File: src/rtl/adc_fe_pkg.sv
package adc_fe_pkg;
  typedef enum logic [1:0] {
    RX_IDLE = 2'd0,
    RX_CMD  = 2'd1,
    RX_WAIT = 2'd2
  } rx_state_e;

  // channel field position inside the command byte
  localparam int CHAN_W   = 3;
  localparam int CHAN_LSB = 4;
endpackage

File: src/rtl/adc_fe_edge.sv
module adc_fe_edge (
  input  logic clk,
  input  logic rst_n,
  input  logic cs_n,
  input  logic sclk,
  output logic rise,
  output logic fall
);
  logic sclk_q;

  always_ff @(posedge clk or negedge rst_n) begin
    if (!rst_n) sclk_q <= 1'b0;
    else        sclk_q <= sclk;
  end

  assign rise = !cs_n &&  sclk && !sclk_q;
  assign fall = !cs_n && !sclk &&  sclk_q;
endmodule

File: src/rtl/adc_fe_cmd_rx.sv
module adc_fe_cmd_rx
  import adc_fe_pkg::*;
#(
  parameter int CTRL_W = 8
) (
  input  logic              clk,
  input  logic              rst_n,
  input  logic              cs_n,
  input  logic              din,
  input  logic              rise,
  input  logic              fall,
  input  logic              scan_ok,
  output logic              conv_start,
  output logic [CHAN_W-1:0] chan
);
  localparam int CNT_W = $clog2(CTRL_W);

  rx_state_e          state_q, state_d;
  logic [CTRL_W-1:0]  creg_q, creg_d;
  logic [CNT_W-1:0]   cnt_q, cnt_d;
  logic [CHAN_W-1:0]  chan_q, chan_d;

  always_comb begin
    state_d    = state_q;
    creg_d     = creg_q;
    cnt_d      = cnt_q;
    chan_d     = chan_q;
    conv_start = 1'b0;
    if (cs_n) begin
      state_d = RX_IDLE;
      cnt_d   = '0;
    end else begin
      case (state_q)
        RX_IDLE: if (rise && din && scan_ok) begin
          state_d = RX_CMD;
          creg_d  = {{(CTRL_W-1){1'b0}}, 1'b1};
          cnt_d   = CNT_W'(1);
        end
        RX_CMD: if (rise) begin
          creg_d = {creg_q[CTRL_W-2:0], din};
          cnt_d  = cnt_q + CNT_W'(1);
          if (cnt_q == CNT_W'(CTRL_W-1)) state_d = RX_WAIT;
        end
        RX_WAIT: if (fall) begin
          conv_start = 1'b1;
          state_d    = RX_IDLE;
          chan_d     = creg_q[CHAN_LSB +: CHAN_W];
        end
        default: state_d = RX_IDLE;
      endcase
    end
  end

  always_ff @(posedge clk or negedge rst_n) begin
    if (!rst_n) begin
      state_q <= RX_IDLE;
      creg_q  <= '0;
      cnt_q   <= '0;
      chan_q  <= '0;
    end else begin
      state_q <= state_d;
      creg_q  <= creg_d;
      cnt_q   <= cnt_d;
      if (conv_start) chan_q <= chan_d;
    end
  end

  assign chan = chan_q;
endmodule

File: src/rtl/adc_fe_shifter.sv
module adc_fe_shifter #(
  parameter int DATA_W  = 10,
  parameter int OVL_BIT = 3
) (
  input  logic              clk,
  input  logic              rst_n,
  input  logic              cs_n,
  input  logic              fall,
  input  logic              conv_start,
  input  logic [DATA_W-1:0] sample,
  output logic              dout,
  output logic              ready,
  output logic              scan_ok
);
  localparam int FCNT_MAX = DATA_W + 1;
  localparam int CNT_W    = $clog2(FCNT_MAX + 1);
  localparam int OVL_CNT  = DATA_W - OVL_BIT;

  logic [CNT_W-1:0]  fcnt_q, fcnt_d;
  logic [DATA_W-1:0] sreg_q, sreg_d;
  logic              dout_q, dout_d;
  logic              sat, upd;

  assign sat = (fcnt_q == CNT_W'(FCNT_MAX));
  assign upd = cs_n || conv_start || (fall && !sat);

  always_comb begin
    fcnt_d = fcnt_q;
    sreg_d = sreg_q;
    dout_d = dout_q;
    if (cs_n) begin
      fcnt_d = CNT_W'(FCNT_MAX);
      sreg_d = '0;
      dout_d = 1'b0;
    end else if (conv_start) begin
      fcnt_d = '0;
      sreg_d = sample;
      dout_d = 1'b0;
    end else if (fall && !sat) begin
      fcnt_d = fcnt_q + CNT_W'(1);
      dout_d = sreg_q[DATA_W-1];
      sreg_d = {sreg_q[DATA_W-2:0], 1'b0};
    end
  end

  always_ff @(posedge clk or negedge rst_n) begin
    if (!rst_n) begin
      fcnt_q <= CNT_W'(FCNT_MAX);
      sreg_q <= '0;
      dout_q <= 1'b0;
    end else if (upd) begin
      fcnt_q <= fcnt_d;
      sreg_q <= sreg_d;
      dout_q <= dout_d;
    end
  end

  assign dout    = dout_q;
  assign ready   = (fcnt_q != '0);
  assign scan_ok = (fcnt_q >= CNT_W'(OVL_CNT));
endmodule

File: src/rtl/serial_adc_frontend.sv
module serial_adc_frontend
  import adc_fe_pkg::*;
#(
  parameter int DATA_W  = 10,
  parameter int CTRL_W  = 8,
  parameter int OVL_BIT = 3
) (
  input  logic              clk,
  input  logic              rst_n,
  input  logic              cs_n_i,
  input  logic              sclk_i,
  input  logic              din_i,
  input  logic [DATA_W-1:0] sample_i,
  output logic              dout_o,
  output logic              dout_oe_o,
  output logic              ready_o,
  output logic [CHAN_W-1:0] chan_o
);
  logic [1:0] rst_pipe;
  logic       rst_n_sync;
  logic       sclk_rise, sclk_fall, conv_start, scan_ok;

  // asynchronous assertion, synchronous release
  always_ff @(posedge clk or negedge rst_n) begin
    if (!rst_n) rst_pipe <= 2'b00;
    else        rst_pipe <= {rst_pipe[0], 1'b1};
  end
  assign rst_n_sync = rst_pipe[1];

  adc_fe_edge u_edge (
    .clk  (clk),
    .rst_n(rst_n_sync),
    .cs_n (cs_n_i),
    .sclk (sclk_i),
    .rise (sclk_rise),
    .fall (sclk_fall)
  );

  adc_fe_cmd_rx #(.CTRL_W(CTRL_W)) u_rx (
    .clk       (clk),
    .rst_n     (rst_n_sync),
    .cs_n      (cs_n_i),
    .din       (din_i),
    .rise      (sclk_rise),
    .fall      (sclk_fall),
    .scan_ok   (scan_ok),
    .conv_start(conv_start),
    .chan      (chan_o)
  );

  adc_fe_shifter #(.DATA_W(DATA_W), .OVL_BIT(OVL_BIT)) u_shift (
    .clk       (clk),
    .rst_n     (rst_n_sync),
    .cs_n      (cs_n_i),
    .fall      (sclk_fall),
    .conv_start(conv_start),
    .sample    (sample_i),
    .dout      (dout_o),
    .ready     (ready_o),
    .scan_ok   (scan_ok)
  );

  assign dout_oe_o = !cs_n_i;
endmodule

File: config.mk
export PLATFORM = sky130hd
export DESIGN_NAME = serial_adc_frontend
export DESIGN_NICKNAME = d
export VERILOG_FILES = /design/src/rtl/adc_fe_pkg.sv /design/src/rtl/adc_fe_edge.sv /design/src/rtl/adc_fe_cmd_rx.sv /design/src/rtl/adc_fe_shifter.sv /design/src/rtl/serial_adc_frontend.sv
export SDC_FILE = /design/constraint.sdc
export NUM_CORES = 1
export LEC_CHECK = 0
export BUFFER_PORTS_ARGS = -buffer_cell sky130_fd_sc_hd__buf_2
export CAP_MARGIN = 20
export CORE_MARGIN = 2
export CORE_UTILIZATION = 40
export DETAILED_ROUTE_END_ITERATION = 7
export PLACE_DENSITY = 0.62
export SETUP_SLACK_MARGIN = 0.5
export SLEW_MARGIN = 20
export SYNTH_ARGS = -nofsm -noshare
export SYNTH_HDL_FRONTEND = slang
export SYNTH_SLANG_ARGS = --single-unit
File: constraint.sdc
create_clock -name clk -period 1 [get_ports clk]
set_input_delay 0.1 -clock clk [delete_from_list [all_inputs] [get_ports clk]]
set_output_delay 0.1 -clock clk [all_outputs]
set_load 0.01 [all_outputs]
After elaboration in Yosys (flattened, before gate mapping)
Cells that the tools add are included.
Word-level totals
  register bits after elaboration: 33
  logic and storage cells: 71
  input port bits: 15
  output and inout bits: 6
Operators by class
  $lt $le $gt $ge: 1
  equal/unequal tests: 10
  bitwise gates (word level): 1
  multiplexer cells: 25
  add/sub/neg operators: 2
  reductions and logical operators: 23
Operators by type and width (count)
  10-bit two-way mux: 3
  7-bit two-way mux: 2
  7-bit case mux with 2 select lines: 1
  4-bit two-way mux: 3
  3-bit by 2-bit inequality test with 1-bit output (second input constant): 4
  4-bit AND reduction: 3
  2-bit two-way mux: 5
  3-bit two-way mux: 3
  1-bit logical AND: 7
  1-bit two-way mux: 6
  2-bit case mux with 3 select lines: 1
  3-bit case mux with 2 select lines: 1
  3-bit nonzero test: 2
  4-bit by 1-bit adder with 4-bit output (second input constant): 1
  4-bit == test (second input constant): 1
  4-bit by 3-bit greater-or-equal comparator with 1-bit output (second input constant): 1
  1-bit logical NOT: 4
  2-bit by 1-bit inequality test with 1-bit output (second input constant): 2
  4-bit nonzero test: 1
  3-bit by 1-bit adder with 3-bit output (second input constant): 1
  3-bit == test (second input constant): 1
  3-bit AND reduction: 1
  2-bit by 1-bit == test with 1-bit output (second input constant): 1
  2-bit == test (second input constant): 1
  other kinds (5): 6

Depth between registers and ports, before layout
  depth in word-level cells: 9
  gate-level depth with buffers: 5
  depth with buffers taken out: 5

By module
Synthesis repeated with hierarchy kept, for this count alone.
Second synthesis, totals
  cell total of the unflattened synthesis: 159
  area, all modules: 1611.5 µm²
By module, submodules not included
  adc_fe_shifter: sequential area each 379.1 µm², area each 809.5 µm², instances 1, cells an instance 87
  adc_fe_cmd_rx: sequential area each 375.4 µm², area each 704.4 µm², instances 1, cells an instance 65
  serial_adc_frontend: sequential area each 50.0 µm², area each 57.6 µm², instances 1, cells an instance 4
  adc_fe_edge: sequential area each 25.0 µm², area each 40.0 µm², instances 1, cells an instance 3

Least setup slack after synthesis
Ideal clock, no wire load.
  kind: register -> register
  start point: register u_shift.fcnt_q[0]
  end point: register u_shift.sreg_q[2]
  cell stages (with the launch flop): 6
  data required time: 922 ps
  setup time: 78 ps
  buffers on the path: 1
  clock period less this slack: 1458 ps
  setup slack: -458 ps
  arrival time: 1380 ps
  cells stage by stage: dfstp_2 ha_1 and3b_1 clkbuf_1 o21ai_0 a21oi_1
On the way
  word-level cells in the longest chain between the ends: 5
  elaborated cells between the ends (all ways): 6
  classes of those cells: eq/ne (1); reduce/logical (5)
RTL lines
  from (decl): line adc_fe_shifter.sv:19  | logic [CNT_W-1:0] fcnt_q, fcnt_d;
  from (signal assigned): line adc_fe_shifter.sv:48  | fcnt_q <= CNT_W'(FCNT_MAX);
  from (signal assigned): line adc_fe_shifter.sv:52  | fcnt_q <= fcnt_d;
  4-bit == test *: line adc_fe_shifter.sv:24  | assign sat = (fcnt_q == CNT_W'(FCNT_MAX));
  1-bit logical NOT *: line adc_fe_shifter.sv:25, adc_fe_shifter.sv:39
  1-bit logical AND *: line adc_fe_shifter.sv:25, adc_fe_shifter.sv:39
  3-bit nonzero test (no source line) or 1-bit logical OR (tied branches)
  2-bit AND reduction (no source line) *
  to (signal assigned): line adc_fe_shifter.sv:53  | sreg_q <= sreg_d;
  to (decl): line adc_fe_shifter.sv:20  | logic [DATA_W-1:0] sreg_q, sreg_d;
Every way passes the cells marked *; elsewhere a longest branch is shown, timed or not.
A chain may end at the register's enable or synchronous reset.

Final worst setup path
  start point: register u_shift.fcnt_q[0]
  end point: output port ready_o
On the way
  word-level cells in the longest chain between the ends: 1
RTL lines
  4-bit nonzero test: line adc_fe_shifter.sv:59  | assign ready = (fcnt_q != '0);
  to (decl): line serial_adc_frontend.sv:16  | output logic ready_o,
Every way passes these cells.

==> metrics.yaml <==
route:
  routed_wl_mm: 5.21
  ant_nets: 0
  wl_per_cell_um: 17.0
  drcViolationCount: 0
  first_pass_iters: 4
  vias_per_cell: 5.58
  first_iter_violations: 92
  via_count: 1709
status:
  status: "complete, but fails checks"
  violations: "setup timing"
setup_path:
  cpMostUsedCell: "buf_6"
  cp_slowest_cell: "dfstp_2"
  cp.arrival_ns: 1.33
  crit_chain: "buf_6, inv_4, ha_4, nand2_2, buf_6"
  crit_family: "flip-flops"
  r2r_cells: 4
  path_buf_inv: 3
  reg2reg_from: "u_shift.fcnt_q[0]"
  crit_cells: 5
  worstReg2RegEnd: "u_shift.fcnt_q[3]"
  r2r_setup_slack_ns: -0.42
  cpPeakStageDelay_ns: 0.57
  start_kind: "register"
  endpoint_kind: "output port"
  cp-endpoint: "ready_o"
  crit_type: "register to output port"
  crit_path_max_fanout: 3
  cp.required_ns: 0.90
  crit_start: "u_shift.fcnt_q[0]"
cells_and_area:
  syn_to_final_growth_pct: 58.6
  fillerInstances: 329
  final_core_util_pct: 65.2
  stdcell_count: 306
  fin_nets: 272
  n_antenna_cell: 0
  layout-drive-gt1-share_pct: 53.9
synth:
  netlist_area_um2: 1780
  syn_nets: 204
  async_reset_ff_share_pct: 100
  ys_types: 40
  synthCells: 185
  synth_flop_cell: "dfrtp_1"
  seq_area_frac_synth_pct: 46.7
  synth.avg_cell_area_um2: 9.61
  synth_edf_count: 0
  synth_seq_cells: 33
  yosys_warnings: 0
power_and_ir_drop:
  p_sw_share_pct: 27.9
  combPwrFrac_pct: 17.4
  leakage_nw: 1.22
  clkPwrFrac_pct: 32.6
  seq_power_share_pct: 50.0
  p_switching_w: 0.000843
  p_int_w: 0.00217
  irDropWorstVdd_mv: 0.768
  p_per_area_nw_per_um2: 1070
clocking:
  htree_num_levels: 2
  clock_sinks: 33
  cts_buffer_depth: 2
  cts_buffers: 5
  clkTransAtPathRegs_ns: 0.07
  cts_root_buf: "clkbuf_8"
  cts_tree: "built"
  clk_latency_ns: 0.29
timing:
  final_max_slew_viol_count: 0
  min_period_over_period_pct: 143
  clock_skew_ns: 0.00662
  setup_violations: 31
  rsz0062_at_grt: "yes"
  fin_crit_ns: 1.43
  setup_tns_ns: -11.17
  worst_slack_ns: -0.428
  hold_violations: 0
  max_freq_mhz: 700
die:
  num_io_pins: 21
  die_w_um: 70.7
  fp.dieArea_um2: 4990
  core_um2: 4320
  die_height_um: 70.7
  core.rowCount: 24
  initial_core_util_pct: 41.1
worst_hold_path:
  hold_class: "input port to register"
place:
  gp_congestion: 0.809
  post-dp-hpwl_mm: 2.99
  place.port_buffers: 20
  dp_slack_ns: -0.426
  dp_cells: 269
global_route:
  antenna_found_initial: 0
  grt_pass1_vias: 1774
  grt_pass1_wl_mm: 8.37
  grt-ovfl-total: 0
  grt_max_degree: 16
  grt_usage_pct: 21.1
job:
  drv_cap: 0
cells by family (layout without fill, tap and decap cells):
| family | count (synthesis) | after routing | synth area share [%] |
|---|---|---|---|
| flops | 33 | 33 | 46.7 |
| fa+ha+maj | 4 | 4 | 2.82 |
| mux | 5 | 5 | 3.03 |
| simple gates | 58 | 58 | 21.3 |
| other cells | 1 | 1 | 0.211 |
| compound gates | 65 | 65 | 20.7 |
| buf+inv | 19 | 88 | 5.35 |
stage by stage:
stage	hold slack (ns)	instance area [µm²]	total power, W
final	0.0543	2820	0.00302
after global routing	0.0464	2820	0.00316
after CTS	0.0378	2530	0.00291
after detailed placement	-0.110	2170	0.00184
after global placement	-0.114	2170	0.00181
after floorplan	-0.196	1920	0.00173
worst min path at each step:
stage,startpoint,endpoint,slack (ns),depth (start not counted)
detailed placement,rst_n,rst_pipe[0],-0.11,1
global placement,rst_n,rst_pipe[0],-0.11,1
finish,sclk_i,u_edge.sclk_q,0.05,1
floorplan,rst_n,rst_pipe[0],-0.20,0
CTS,sclk_i,u_edge.sclk_q,0.04,1
global route,sclk_i,u_edge.sclk_q,0.05,1
Yosys cell counts (all sizes together), types with 2 or more instances:
library cell	n	area [µm²]
dfrtp	30	751
o21ai	29	145
a21oi	16	80.1
nand3	16	80.1
nand2b	10	70.1
a31oi	9	56.3
nor2b	8	50.1
clkbuf	7	26.3
buf	6	46.3
inv	6	22.5
nor2	6	25.0
ha	4	50.1
nand2	4	15.0
a211oi	3	22.5
dfstp	3	78.8
mux2	3	33.8
o211ai	3	22.5
a22oi	2	15.0
mux2i	2	20.0
nand4b	2	17.5
nor4bb	2	35.0
sequential cells by signal (all words and copies together) (netlist names):
| register | count |
|---|---|
| rst_pipe | 2 |
| u_edge.sclk_q | 1 |
| u_rx.chan | 3 |
| u_rx.cnt_q | 3 |
| u_rx.creg_q | 7 |
| u_rx.state_q | 2 |
| u_shift.dout | 1 |
| u_shift.fcnt_q | 4 |
| u_shift.sreg_q | 10 |
layer usage:
metal	global-route usage (%)	vias to the layer above	wire length (µm)
met1	26.8	851	2290
met4	8.81	0	129
met3	5.56	14	171
li1	-	814	-
met2	34.5	30	2620
met5	0	-	0
final cells by class:
| type | instances | area (µm²) | share of cell area (%) |
|---|---|---|---|
| multi-input cells | 133 | 1140 | 40.5 |
| repair buffers | 74 | 659 | 23.4 |
| clock inverters | 2 | 10.0 | 0.355 |
| inverters | 6 | 35.0 | 1.24 |
| flip-flops and latches | 33 | 837 | 29.7 |
| clock buffers | 6 | 72.6 | 2.57 |
| well taps | 52 | 65.1 | 2.31 |
what timing repair did:
action | in CTS | in global routing
gates resized for setup | 51 | 32
hold buffers | 1 | 0
buffers inserted | 10 | 15
pin swaps | 12 | 10
gates cloned | 2 | 1
hold endpoints to repair | 2 | 0
setup endpoints to repair | 67 | 36
power groups by stage:
stage | clock network, W | logic (W) | registers, W
global placement | 0 | 0.000301 | 0.00151
detailed placement | 0 | 0.000314 | 0.00153
floorplan | 0 | 0.000234 | 0.00149
CTS | 0.00101 | 0.000425 | 0.00148
finish | 0.000983 | 0.000526 | 0.00151
global route | 0.00107 | 0.000577 | 0.00151
placed cells by master, fill, tap and decap left out, types with 3 or more instances in the layout:
cell type / count
buf_4: 35
dfrtp_1: 26
buf_2: 17
o21ai_1: 15
buf_6: 13
a21oi_1: 11
nand3_1: 10
o21ai_0: 10
nand2b_4: 8
nor2b_1: 8
a31oi_1: 6
nor2_1: 5
a21oi_2: 5
nand3_2: 5
clkbuf_8: 5
buf_12: 5
o21ai_2: 4
inv_1: 3
mux2_4: 3
nand2_1: 3
a31oi_2: 3
o211ai_1: 3
ha_4: 3
dfrtp_2: 3
dfstp_2: 3
Note: power is estimated with default switching activity, not from simulation.
